File: src/rtl/pwr_arb_pkg.sv
package pwr_arb_pkg;
  typedef enum logic [2:0] {
    PATH_OFF = 3'b000,
    PATH_ADP = 3'b001,
    PATH_USB = 3'b010,
    PATH_BAT = 3'b100
  } path_e;

  typedef enum logic [1:0] {
    SRC_NONE = 2'b00,
    SRC_ADP  = 2'b01,
    SRC_USB  = 2'b10
  } src_e;

  typedef enum logic [1:0] {
    RATE_NONE   = 2'b00,
    RATE_PROG   = 2'b01,
    RATE_USB_LO = 2'b10,
    RATE_USB_HI = 2'b11
  } rate_e;
endpackage

File: src/rtl/boot_window_timer.sv
module boot_window_timer #(
  parameter int BOOT_CYC = 150000
) (
  input  logic clk,
  input  logic rst_n,
  input  logic any_in,
  input  logic restart_req,
  output logic run_o
);
  localparam int CW = $clog2(BOOT_CYC + 1);
  localparam logic [CW-1:0] LAST = CW'(BOOT_CYC - 1);

  logic [CW-1:0] cnt_q, cnt_d;
  logic          run_q, run_d;
  logic          seen_q;
  logic          start;
  logic          cnt_en;

  // restart on absent->present transition or explicit power-up pulse
  assign start  = (any_in & ~seen_q) | restart_req;
  assign cnt_en = start | run_q;

  always_comb begin
    cnt_d = cnt_q;
    run_d = run_q;
    if (start) begin
      cnt_d = '0;
      run_d = 1'b1;
    end else if (run_q) begin
      if (cnt_q == LAST) run_d = 1'b0;
      else               cnt_d = cnt_q + 1'b1;
    end
  end

  always_ff @(posedge clk or negedge rst_n) begin
    if (!rst_n) begin
      cnt_q  <= '0;
      run_q  <= 1'b1;
      seen_q <= 1'b0;
    end else begin
      seen_q <= any_in;
      if (cnt_en) begin
        cnt_q <= cnt_d;
        run_q <= run_d;
      end
    end
  end

  assign run_o = run_q;
endmodule

File: src/rtl/source_select.sv
module source_select
  import pwr_arb_pkg::*;
(
  input  logic  prio_adp,
  input  logic  adp_ok,
  input  logic  usb_ok,
  input  logic  chg_en,
  input  logic  rate_hi,
  input  logic  boot_run,
  output path_e tgt_path,
  output src_e  tgt_src,
  output rate_e tgt_rate,
  output logic  boot_live
);
  logic  any_ok;
  logic  en_eff;
  rate_e pin_rate;

  assign any_ok    = adp_ok | usb_ok;
  assign boot_live = boot_run & ~prio_adp & any_ok;
  assign en_eff    = chg_en | boot_live;
  assign pin_rate  = rate_hi ? RATE_USB_HI : RATE_USB_LO;

  always_comb begin
    tgt_path = PATH_BAT;
    tgt_src  = SRC_NONE;
    tgt_rate = RATE_NONE;
    if (any_ok && en_eff) begin
      if (prio_adp) begin
        if (adp_ok) begin
          tgt_path = PATH_ADP;
          tgt_src  = SRC_ADP;
          tgt_rate = RATE_PROG;
        end else begin
          tgt_path = PATH_USB;
          tgt_src  = SRC_USB;
          tgt_rate = pin_rate;
        end
      end else begin
        if (usb_ok) begin
          tgt_path = PATH_USB;
          tgt_src  = SRC_USB;
        end else begin
          tgt_path = PATH_ADP;
          tgt_src  = SRC_ADP;
        end
        tgt_rate = boot_live ? RATE_USB_LO : pin_rate;
      end
    end
  end
endmodule

File: src/rtl/path_sequencer.sv
module path_sequencer
  import pwr_arb_pkg::*;
(
  input  logic  clk,
  input  logic  rst_n,
  input  path_e tgt_path,
  input  src_e  tgt_src,
  input  rate_e tgt_rate,
  input  logic  boot_live,
  output path_e path_q,
  output src_e  src_q,
  output rate_e rate_q,
  output logic  boot_q
);
  path_e path_d;
  src_e  src_d;
  rate_e rate_d;

  always_comb begin
    if (tgt_path == path_q) begin
      path_d = path_q;
      src_d  = tgt_src;
      rate_d = tgt_rate;
    end else if (path_q != PATH_OFF) begin
      // break before make: open every switch for one clock
      path_d = PATH_OFF;
      src_d  = SRC_NONE;
      rate_d = RATE_NONE;
    end else begin
      path_d = tgt_path;
      src_d  = tgt_src;
      rate_d = tgt_rate;
    end
  end

  always_ff @(posedge clk or negedge rst_n) begin
    if (!rst_n) begin
      path_q <= PATH_OFF;
      src_q  <= SRC_NONE;
      rate_q <= RATE_NONE;
      boot_q <= 1'b0;
    end else begin
      path_q <= path_d;
      src_q  <= src_d;
      rate_q <= rate_d;
      boot_q <= boot_live;
    end
  end
endmodule

File: src/rtl/pwr_src_arbiter.sv
module pwr_src_arbiter
  import pwr_arb_pkg::*;
#(
  parameter int BOOT_CYC = 150000
) (
  input  logic       clk,
  input  logic       rst_n,
  input  logic       prio_adp,
  input  logic       adp_ok,
  input  logic       usb_ok,
  input  logic       chg_en,
  input  logic       rate_hi,
  input  logic       pwr_up,
  output logic       path_adp,
  output logic       path_usb,
  output logic       path_bat,
  output logic [1:0] chg_src,
  output logic [1:0] rate_src,
  output logic       boot_act
);
  logic  boot_run;
  logic  boot_live;
  path_e tgt_path, path_q;
  src_e  tgt_src, src_q;
  rate_e tgt_rate, rate_q;

  boot_window_timer #(.BOOT_CYC(BOOT_CYC)) u_boot (
    .clk         (clk),
    .rst_n       (rst_n),
    .any_in      (adp_ok | usb_ok),
    .restart_req (pwr_up),
    .run_o       (boot_run)
  );

  source_select u_sel (
    .prio_adp  (prio_adp),
    .adp_ok    (adp_ok),
    .usb_ok    (usb_ok),
    .chg_en    (chg_en),
    .rate_hi   (rate_hi),
    .boot_run  (boot_run),
    .tgt_path  (tgt_path),
    .tgt_src   (tgt_src),
    .tgt_rate  (tgt_rate),
    .boot_live (boot_live)
  );

  path_sequencer u_seq (
    .clk       (clk),
    .rst_n     (rst_n),
    .tgt_path  (tgt_path),
    .tgt_src   (tgt_src),
    .tgt_rate  (tgt_rate),
    .boot_live (boot_live),
    .path_q    (path_q),
    .src_q     (src_q),
    .rate_q    (rate_q),
    .boot_q    (boot_act)
  );

  assign path_adp = path_q[0];
  assign path_usb = path_q[1];
  assign path_bat = path_q[2];
  assign chg_src  = src_q;
  assign rate_src = rate_q;
endmodule

File: config.mk
export PLATFORM = sky130hd
export DESIGN_NAME = pwr_src_arbiter
export DESIGN_NICKNAME = d
export VERILOG_FILES = /design/src/rtl/pwr_arb_pkg.sv /design/src/rtl/boot_window_timer.sv /design/src/rtl/source_select.sv /design/src/rtl/path_sequencer.sv /design/src/rtl/pwr_src_arbiter.sv
export SDC_FILE = /design/constraint.sdc
export NUM_CORES = 1
export LEC_CHECK = 0
export ABC_AREA = 1
export BUFFER_PORTS_ARGS = -buffer_cell sky130_fd_sc_hd__buf_2
export CORE_UTILIZATION = 55
export DETAILED_ROUTE_END_ITERATION = 7
export HOLD_SLACK_MARGIN = 0.08
export PLACE_DENSITY_LB_ADDON = 0.1
export SYNTH_ARGS = -nofsm -noshare
export SYNTH_HDL_FRONTEND = slang
export SYNTH_SLANG_ARGS = --single-unit
File: constraint.sdc
create_clock -name clk -period 3.75 [get_ports clk]
set_input_delay 0.5625 -clock clk [delete_from_list [all_inputs] [get_ports clk]]
set_output_delay 0.5625 -clock clk [all_outputs]
set_load 0.1 [all_outputs]
After elaboration in Yosys (flattened, before gate mapping)
Index checks and enable logic that the tools add are counted.

storage, ports and cells
  register bits = 28
  latch bits = 0
  RAM bits = 0
  bits in read-only memories = 0
  input bits = 8
  output and inout port bits = 8
  word-level logic and storage cells = 48
  memories kept = 0

operators by class
  add/sub/neg operators = 1
  multiply operators = 0
  divide/modulo/power cells = 0
  $lt $le $gt $ge = 0
  equality and inequality tests = 3
  shift-type cells = 0
  muxes and demuxes = 24
  bitwise logic cells = 9
  reductions and logical operators = 4

operators by type and width
  operator                                                                  number
  18-bit two-way mux                                                        3
  2-bit two-way mux                                                         14
  18-bit by 1-bit adder with 18-bit output (second input constant)          1
  18-bit equality test (second input constant)                              1
  3-bit two-way mux                                                         3
  1-bit two-way mux                                                         4
  1-bit bitwise OR                                                          4
  1-bit bitwise AND                                                         3
  3-bit equality test                                                       1
  3-bit AND reduction                                                       1
  3-bit nonzero test                                                        1
  2-bit by 1-bit inequality test with 1-bit output (second input constant)  1
  1-bit inverter                                                            2
  2-bit nonzero test                                                        1
  1-bit logical AND                                                         1

Logic depth before layout (Yosys ltp)
Gate-level depths: netlist of run 1.

  word-level depth = 8
  mapped depth = 10
  gate-level depth less buffers = 9

Cells and area by module
Synthesis of run 1 repeated with hierarchy kept, for this count alone.

unflattened totals
  cell total of the unflattened synthesis = 249
  area, all modules = 1,785.5 um2

modules (own cells, without submodules)
  module             instances  cells an instance  area each (um2)  sequential area each (um2)
  boot_window_timer  1          174                1,265.0          501.7
  path_sequencer     1          51                 400.4            200.2
  source_select      1          21                 108.9            0.0
  pwr_src_arbiter    1          3                  11.3             0.0

Least setup slack after synthesis of run 1
OpenSTA, ideal clock, no wires.

  kind = in2reg
  start = input port usb_ok
  end = register u_boot.cnt_q[5]
  library setup time = 0.066 ns
  arrival time = 1.471 ns
  data required time = 3.684 ns
  setup slack = 2.213 ns
  stages on the path = 8
  path buffers = 1
  path through = nor2_1 -> nor2_1 -> nor2_2 -> inv_2 -> nor2_8 -> buf_8 -> nand2_1 -> nand2_1

on the way
  longest elaborated chain between the ends = 5
  elaborated cells on any way between the ends = 8
  those cells by class = eq/ne: 1; mux: 1; bitwise: 4; reduce/logical: 2

RTL lines
  item                                                                                             RTL line                 RTL
  from (decl)                                                                                      pwr_src_arbiter.sv:10    input logic usb_ok,
  1-bit bitwise OR *                                                                               pwr_src_arbiter.sv:30    .any_in (adp_ok | usb_ok),
  1-bit bitwise AND *                                                                              boot_window_timer.sv:20  assign start = (any_in & ~seen_q) | restart_req;
  1-bit bitwise OR *                                                                               boot_window_timer.sv:20
  2-bit by 1-bit inequality test with 1-bit output (no source line), or another cell as far along  --
  3-bit AND reduction (no source line)                                                             --
  to (signal assigned)                                                                             boot_window_timer.sv:43  cnt_q <= cnt_d;
  to (decl)                                                                                        boot_window_timer.sv:13  logic [CW-1:0] cnt_q, cnt_d;

Every way passes the cells marked *; elsewhere a longest branch is shown, timed or not.
A chain may end at the register's enable or synchronous reset.

Worst setup path after layout of run 1
  start = input port usb_ok
  end = register u_boot.cnt_q[17]

Same word-level chain as after synthesis.

==> run summary, run 1 <==
================================================================================
Leak Pwr                                                                0.958 nW
Number of standard-cell rows in the floorplan                                 19
Post-Synthesis Cells                                                         232
Vias                                                                        1447
Clk pin slew, worst setup/hold paths                                     0.15 ns
Number of global-route vias before repair                                   1372
Synthesis-stage register bit count                                            28
Post-synth net total                                                         241
WL final                                                                 3210 um
CTS tree                                                                     yes
Fraction of layout instances using a drive strength above 1                13.3%
Die area                                                                3270 um2
Reg-to-reg critical path startpoint                                 u_boot.cnt_q[0]
DRT Pass-1 Iters                                                               4
Max IR drop VDD                                                       0.000372 V
Switching pwr                                                             292 uW
Total standard cell area after synthesis                                1670 um2
Area post-placement                                                     1760 um2
Number of distinct library cells after synthesis                              26
Antenna diode instance count                                                   0
Syn-to-layout area delta                                                   7.40%
Critical path class                                                       in2reg
GRT Max-Usage Layer                                                         met2
Clock sink count                                                              28
CP max FO                                                                     17
Average wire length per cell after detail routing                        11.5 um
Slew headroom                                                              52.3%
Pin count of the biggest net entering global routing                          29
Maximum operating frequency                                              552 MHz
Global Route met1 Usage                                                    30.6%
Core outline area                                                       2830 um2
DP Worst Slack                                                           1.58 ns
Summed area of non-filler cells in the final layout                     1800 um2
Hold_buf cts                                                                   0
Global-route met3 utilization                                              2.04%
Share of power burned in registers                                         47.5%
Avg Inst Size Synth                                                     7.22 um2
Crit end category                                                           flop
Width of the die                                                         57.2 um
WP buf/inv                                                                     2
Number of top-level pins                                                      16
GPL Wtd Cong                                                               0.821
Required @ worst endpoint                                                4.03 ns
Total power draw                                                          709 uW
Global routing met2 resource utilization                                   38.5%
# Max-Cap Violations                                                           0
Cell type group with the largest total delay on the critical path   simple AND/OR/NAND/NOR gates
Wire length of the first global-routing pass                             5730 um
Fraction of post-synthesis cell area in the top cell type by area          40.4%
Part of the total power dissipated in combinational logic                  31.7%
Drt via density                                                             5.19
Result of the run                                                   finished, final reports clean
Post-route antenna net violation count                                         0
Count of unresolved DRC violations after routing                               0
Power density over the cells                                          394 nW/um2
Biggest area contributors in the synthesized netlist                dfrtp_1, nand2_1, nor2_1
Cell at the root of the clock tree                                      clkbuf_4
Worst Max-Slew Pin Slew                                                 0.715 ns
Iter 0 DRT Violations                                                         73
Final number of setup-violating endpoints                                      0
Crit path launch                                                          usb_ok
Clock Path Buffers                                                             2
Worst-path cell chain                                               buf_2, nor2_1, nor2_1, nor2_2, inv_2, nor2_8, nand2_1, nand2_1
Internal power                                                            417 uW
TritonCTS Buffers                                                              3
H-Tree Level Count                                                             1
Count of instances resized after the clock tree is built                       0
Initial core utilization                                                   59.2%
Final-layout fill cell count                                                 260
Pins Over Slew Limit                                                           0
Worst slack on hold paths                                               0.226 ns
Final number of hold-violating endpoints                                       0
Detailed placer's ending HPWL                                            2360 um
Total Nets Final                                                             258
GR Util All Layers                                                         22.3%
Worst min-delay path category                                           in2async
Fraction of power consumed by the clock network                            20.8%
Number of buffers inserted to repair setup after CTS                           0
Net switching share of the total power                                     41.2%
Worst Setup Start Kind                                                 input pin
Arrival @ worst endpoint                                                 2.09 ns
Min cycle time layout                                                    1.81 ns
Gr ovfl total                                                                  0
Share of the clock period used by the worst path after layout              48.3%
Layout Skew                                                           0.00153 ns
Sequential cell area fraction in the yosys report                          41.9%
Slowest library cell on the worst path                                    nor2_2
Largest area contributor in the synthesized netlist                      dfrtp_1
Unrepaired setup endpoints after global routing                               no
Least setup slack across all paths after layout                          1.94 ns
Clock latency on the worst-skew pair                                     0.32 ns
Die Ht                                                                   57.2 um
Largest stage delay on the critical path                                 0.55 ns
Synth Warn #                                                                   0
Setup_tns                                                                   0 ns
Antenna violations before repair                                               0
I/O Buffers                                                                   15
================================================================================
[worst paths after layout]
path                                         end  slack, ns  cells after the start
worst max-delay path            u_boot.cnt_q[17]       1.94                      8
worst min-delay path             u_boot.cnt_q[2]       0.23                      1
worst max register to register   u_boot.cnt_q[8]       2.03                      9
worst min register to register      u_seq.boot_q       0.55                      2
max in group asynchronous        u_seq.rate_q[0]       3.12                      1
min in group clk                   u_boot.seen_q       0.46                      3
[synthesized netlist by cell type]
library cell / instances
nor2_4: 3
xor2_1: 7
o21ai_1: 3
nor2_8: 1
inv_2: 2
buf_4: 1
nand3_1: 13
nand4_1: 16
xnor2_1: 1
ha_1: 1
o21ai_0: 2
dfrtp_1: 27
buf_8: 1
nand3_2: 1
dfstp_2: 1
nor2_2: 1
o21bai_1: 4
nor2_1: 30
or2_2: 1
clkinv_1: 1
nor3b_1: 1
nor3_1: 1
clkbuf_1: 1
inv_1: 18
nand2_2: 4
nand2_1: 90
[state kept, by name (all words and copies together) (netlist names)]
| signal | count |
|---|---|
| u_boot.cnt_q | 18 |
| u_boot.run_o | 1 |
| u_boot.seen_q | 1 |
| u_seq.boot_q | 1 |
| u_seq.path_q | 3 |
| u_seq.rate_q | 2 |
| u_seq.src_q | 2 |
[cells in the final DEF (no fill, tap or decap)]
master	instances
xnor2_1	1
ha_1	1
nand4_1	16
clkbuf_8	1
nor2_8	1
inv_1	18
nor2_2	1
buf_2	15
nor2_1	30
nand2_1	90
nor2_4	3
nor3_1	1
nand3_1	13
xor2_1	7
clkbuf_4	3
dfstp_2	1
clkinv_1	1
nand2_2	4
nor3b_1	1
or2_2	1
o21ai_0	2
inv_2	2
o21bai_1	4
dfrtp_1	27
nand3_2	1
o21ai_1	3
[layout make-up]
type,count,area [um2],area share (%)
Clock buffer,4,36.3,2.02
Inverter,21,78.8,4.38
Multi-Input combinational cell,180,867,48.2
Sequential cell,28,702,39.0
Tap cell,31,38.8,2.16
Timing Repair Buffer,15,75.1,4.18
[routing by layer]
metal	up-vias	wire length, um
li1	768	-
met1	653	1530
met2	22	1580
met3	4	77
met4	0	27
met5	-	0
[power by group through the flow]
stage / Clock, mW / Sequential [mW] / Combinational [mW]
6_report: 0.148 / 0.337 / 0.225
5_1_grt: 0.162 / 0.339 / 0.238
4_1_cts: 0.155 / 0.337 / 0.226
3_5_place_dp: 0 / 0.342 / 0.226
3_3_place_gp: 0 / 0.342 / 0.226
2_1_floorplan: 0 / 0.474 / 0.0519
[metrics by stage]
stage                     instances  util [%]
final                           279      63.6
after global routing            279      63.6
after CTS                       279      63.6
after detailed placement        275      62.3
after global placement          275      62.3
after floorplan                 232         -
[logic make-up (layout without fill, tap and decap cells)]
kind of cell / after synthesis / in the layout / synth area share (%)
simple gates: 162 / 162 / 43.6
flops: 28 / 28 / 41.9
buf+inv: 24 / 40 / 6.28
compound gates: 9 / 9 / 3.29
xor+xnor: 8 / 8 / 4.19
fa+ha+maj: 1 / 1 / 0.747
No activity file was read; power rests on OpenSTA's default activity.
==> run 2, diff against run 1 <==
--- a/config.mk
+++ b/config.mk
@@ -7,7 +7,7 @@
 export LEC_CHECK = 0
 export ABC_AREA = 1
 export BUFFER_PORTS_ARGS = -buffer_cell sky130_fd_sc_hd__buf_2
-export CORE_UTILIZATION = 55
+export CORE_UTILIZATION = 52
 export DETAILED_ROUTE_END_ITERATION = 7
 export HOLD_SLACK_MARGIN = 0.08
 export PLACE_DENSITY_LB_ADDON = 0.1
==> constraint.sdc (replaced) <==
create_clock -name clk -period 1.6 [get_ports clk]
set_input_delay 0.24 -clock clk [delete_from_list [all_inputs] [get_ports clk]]
set_output_delay 0.24 -clock clk [all_outputs]
set_load 0.1 [all_outputs]
==> run 2 against run 1 <==
  * Sequential share of layout area shrank 3.5 points
  * First-iteration DRC count shrank 19%
  * Power grew 130%
  * Global-route usage grew 0.42 points
  * Register-to-register slack lost 2.0 ns
  * Highest routed layer unchanged
  * Combinational power grew 140%
  * Clock skew grew 0.0019 ns
  * Flip-flop and latch count is the same
  * Die area grew 5.6%
  * Wire length grew 11%
  * Non-clock buffer count grew 19
  * Core utilization grew 1.1 points
==> run summary, run 2 (synthesized netlist as in run 1, its figures left out) <==
================================================================================
Gr ovfl total                                                                  0   unchanged
Largest stage delay on the critical path                                 0.41 ns   -0.14 ns
Average wire length per cell after detail routing                        11.4 um   -1.0%
Post-layout util                                                           64.7%   +1.1 points
Max IR drop VDD                                                       0.000672 V   +81%
Placed cells                                                                 304   +11%
Pin count of the biggest net entering global routing                          29   unchanged
Top reg by flops                                                    u_boot.cnt_q
Pins Over Slew Limit                                                           0   unchanged
Footprint of the multi-input gates                                       888 um2   +2.5%
Vias                                                                        1530   +5.7%
I/O Buffers                                                                   15   unchanged
Setup_tns                                                                   0 ns   unchanged
Critical path depth in cells                                                   9   +1
TritonCTS Buffers                                                              3   unchanged
Die area                                                                3450 um2   +5.6%
Slowest library cell on the worst path                                   dfrtp_1
Hold Startpoint                                                           adp_ok
Width of the die                                                         58.7 um   +2.7%
GPL Wtd Cong                                                               0.853   +3.9%
CTS tree                                                                     yes
Endpoint, Worst Hold                                                u_boot.seen_q
Core outline area                                                       3050 um2   +7.9%
Total area of sequential cells                                           702 um2   unchanged
Result of the run                                                   finished, final reports clean
Cell at the root of the clock tree                                      clkbuf_4
Most used cells in the layout excluding fill and tap cells          nand2_1, nor2_1, dfrtp_1, inv_1, buf_4
Min cycle time layout                                                    1.52 ns
Capture point of the worst reg-to-reg path                          u_boot.cnt_q[6]
Power density over the cells                                          835 nW/um2   +110%
Register-to-register setup slack                                         0.08 ns   -1.95 ns
Worst slack on hold paths                                               0.140 ns   -0.0860 ns
Critical path class                                                      reg2reg
Crit path launch                                                    u_boot.cnt_q[1]
Area post-placement                                                     1900 um2   +7.7%
Worst Max-Slew Pin Slew                                                 0.622 ns   -0.0927 ns
Layout Skew                                                           0.00344 ns   +0.00190 ns
Flip-flop count of the largest register after layout                          18   unchanged
Maximum operating frequency                                              657 MHz
Initial core utilization                                                   54.8%   -4.3 points
Worst R2R Path Depth                                                           9   unchanged
Drt via density                                                             4.90   -5.4%
Syn-to-layout area delta                                                   17.9%
WP buf/inv                                                                     3   +1
Leak Pwr                                                                 1.05 nW   +9.3%
Clock latency on the worst-skew pair                                     0.34 ns   +0.02 ns
Cell type group with the largest total delay on the critical path   simple AND/OR/NAND/NOR gates
Fraction of layout instances using a drive strength above 1                20.9%   +7.6 points
Clock sink count                                                              28   unchanged
CP max FO                                                                      5   -12
Summed area of non-filler cells in the final layout                     1970 um2   +9.8%
Total Nets Final                                                             278   +7.8%
Biggest registers after layout                                      u_boot.cnt_q x18, u_seq.path_q x3
Slew headroom                                                              58.5%   +6.2 points
Number of global-route vias before repair                                   1388   +1.2%
Post-route antenna net violation count                                         0   unchanged
Arrival @ worst endpoint                                                 1.77 ns   -0.32 ns
Antenna diode instance count                                                   0   unchanged
WL final                                                                 3560 um   +11%
Crit end category                                                           flop
DRT Pass-1 Iters                                                               4   unchanged
Final number of setup-violating endpoints                                      0   unchanged
Clk pin slew, worst setup/hold paths                                     0.15 ns   about the same
Reg-to-reg critical path startpoint                                 u_boot.cnt_q[1]
Worst-path cell chain                                               ha_2, inv_2, nor2_4, buf_4, nand3_1, inv_1, or2_2, nand4_1, nand2_1
Final-layout fill cell count                                                 305   +17%
Instance count along the most critical hold path                               3
GR Util All Layers                                                         22.7%   +0.42 points
Clock Path Buffers                                                             2   unchanged
Number of top-level pins                                                      16   unchanged
H-Tree Level Count                                                             1   unchanged
Number of standard-cell rows in the floorplan                                 20   +1
Wire length of the first global-routing pass                             5980 um   +4.3%
# Max-Cap Violations                                                           0   unchanged
Iter 0 DRT Violations                                                         59   -19%
Worst Setup Start Kind                                                      flop
Required @ worst endpoint                                                1.85 ns   -2.18 ns
Count of unresolved DRC violations after routing                               0   unchanged
Antenna violations before repair                                               0   unchanged
Share of the clock period used by the worst path after layout              95.1%
Number of cells in the finished layout apart from fillers                    312   +12%
Worst min-delay path category                                             in2reg
Final number of hold-violating endpoints                                       0   unchanged
Die Ht                                                                   58.7 um   +2.7%
Detailed placer's ending HPWL                                            2570 um   +9.1%
Leading cell type in the layout, fill and taps excluded                  nand2_1
================================================================================
## run 2: worst max-delay path by stage
stage                       endpoint
floorplan            u_seq.path_q[0]
global placement     u_boot.cnt_q[6]
detailed placement   u_boot.cnt_q[6]
CTS                 u_boot.cnt_q[16]
global route        u_boot.cnt_q[16]
finish               u_boot.cnt_q[6]
## run 2: repair_timing
action | in CTS | in global routing
resized for setup | 0 | 6
hold buffers | 1 | 0
setup endpoints to repair | 0 | 24
endpoints found under the hold margin | 27 | 0
buffers inserted | 0 | 2
## run 2: area by class of cell
class,count,area share [%]
sequential,28,35.6
timing repair buffer,34,11.3
clock buffer,4,1.33
inverter,21,3.99
multi-input combinational,181,45.0
tap,44,2.79
## run 2: routing by layer
metal	vias up	track usage, %	part of all wire (%)
li1	815	-	-
met1	692	30.0	49
met2	18	38.1	48
met3	5	1.98	1.8
met4	0	9.52	1.7
met5	-	0	0
## run 2: metrics by stage
stage	setup WS, ns	total power [mW]
floorplan	0.0734	1.23
global placement	0.0566	1.35
detailed placement	0.0391	1.35
CTS	0.0132	1.66
global route	-0.00439	1.72
finish	0.0786	1.65
## run 2: worst min-delay path, stage by stage
cell	delay, ns
buf_2	0.09
nor2_1	0.05
inv_1	0.07
## run 2: power breakdown
| part | total (mW) | internal, mW | leakage (nW) | switching [mW] |
|---|---|---|---|---|
| combinational | 0.550 | 0.0972 | 0.658 | 0.453 |
| clock | 0.313 | 0.0982 | 0.0150 | 0.215 |
| sequential | 0.786 | 0.755 | 0.375 | 0.0306 |
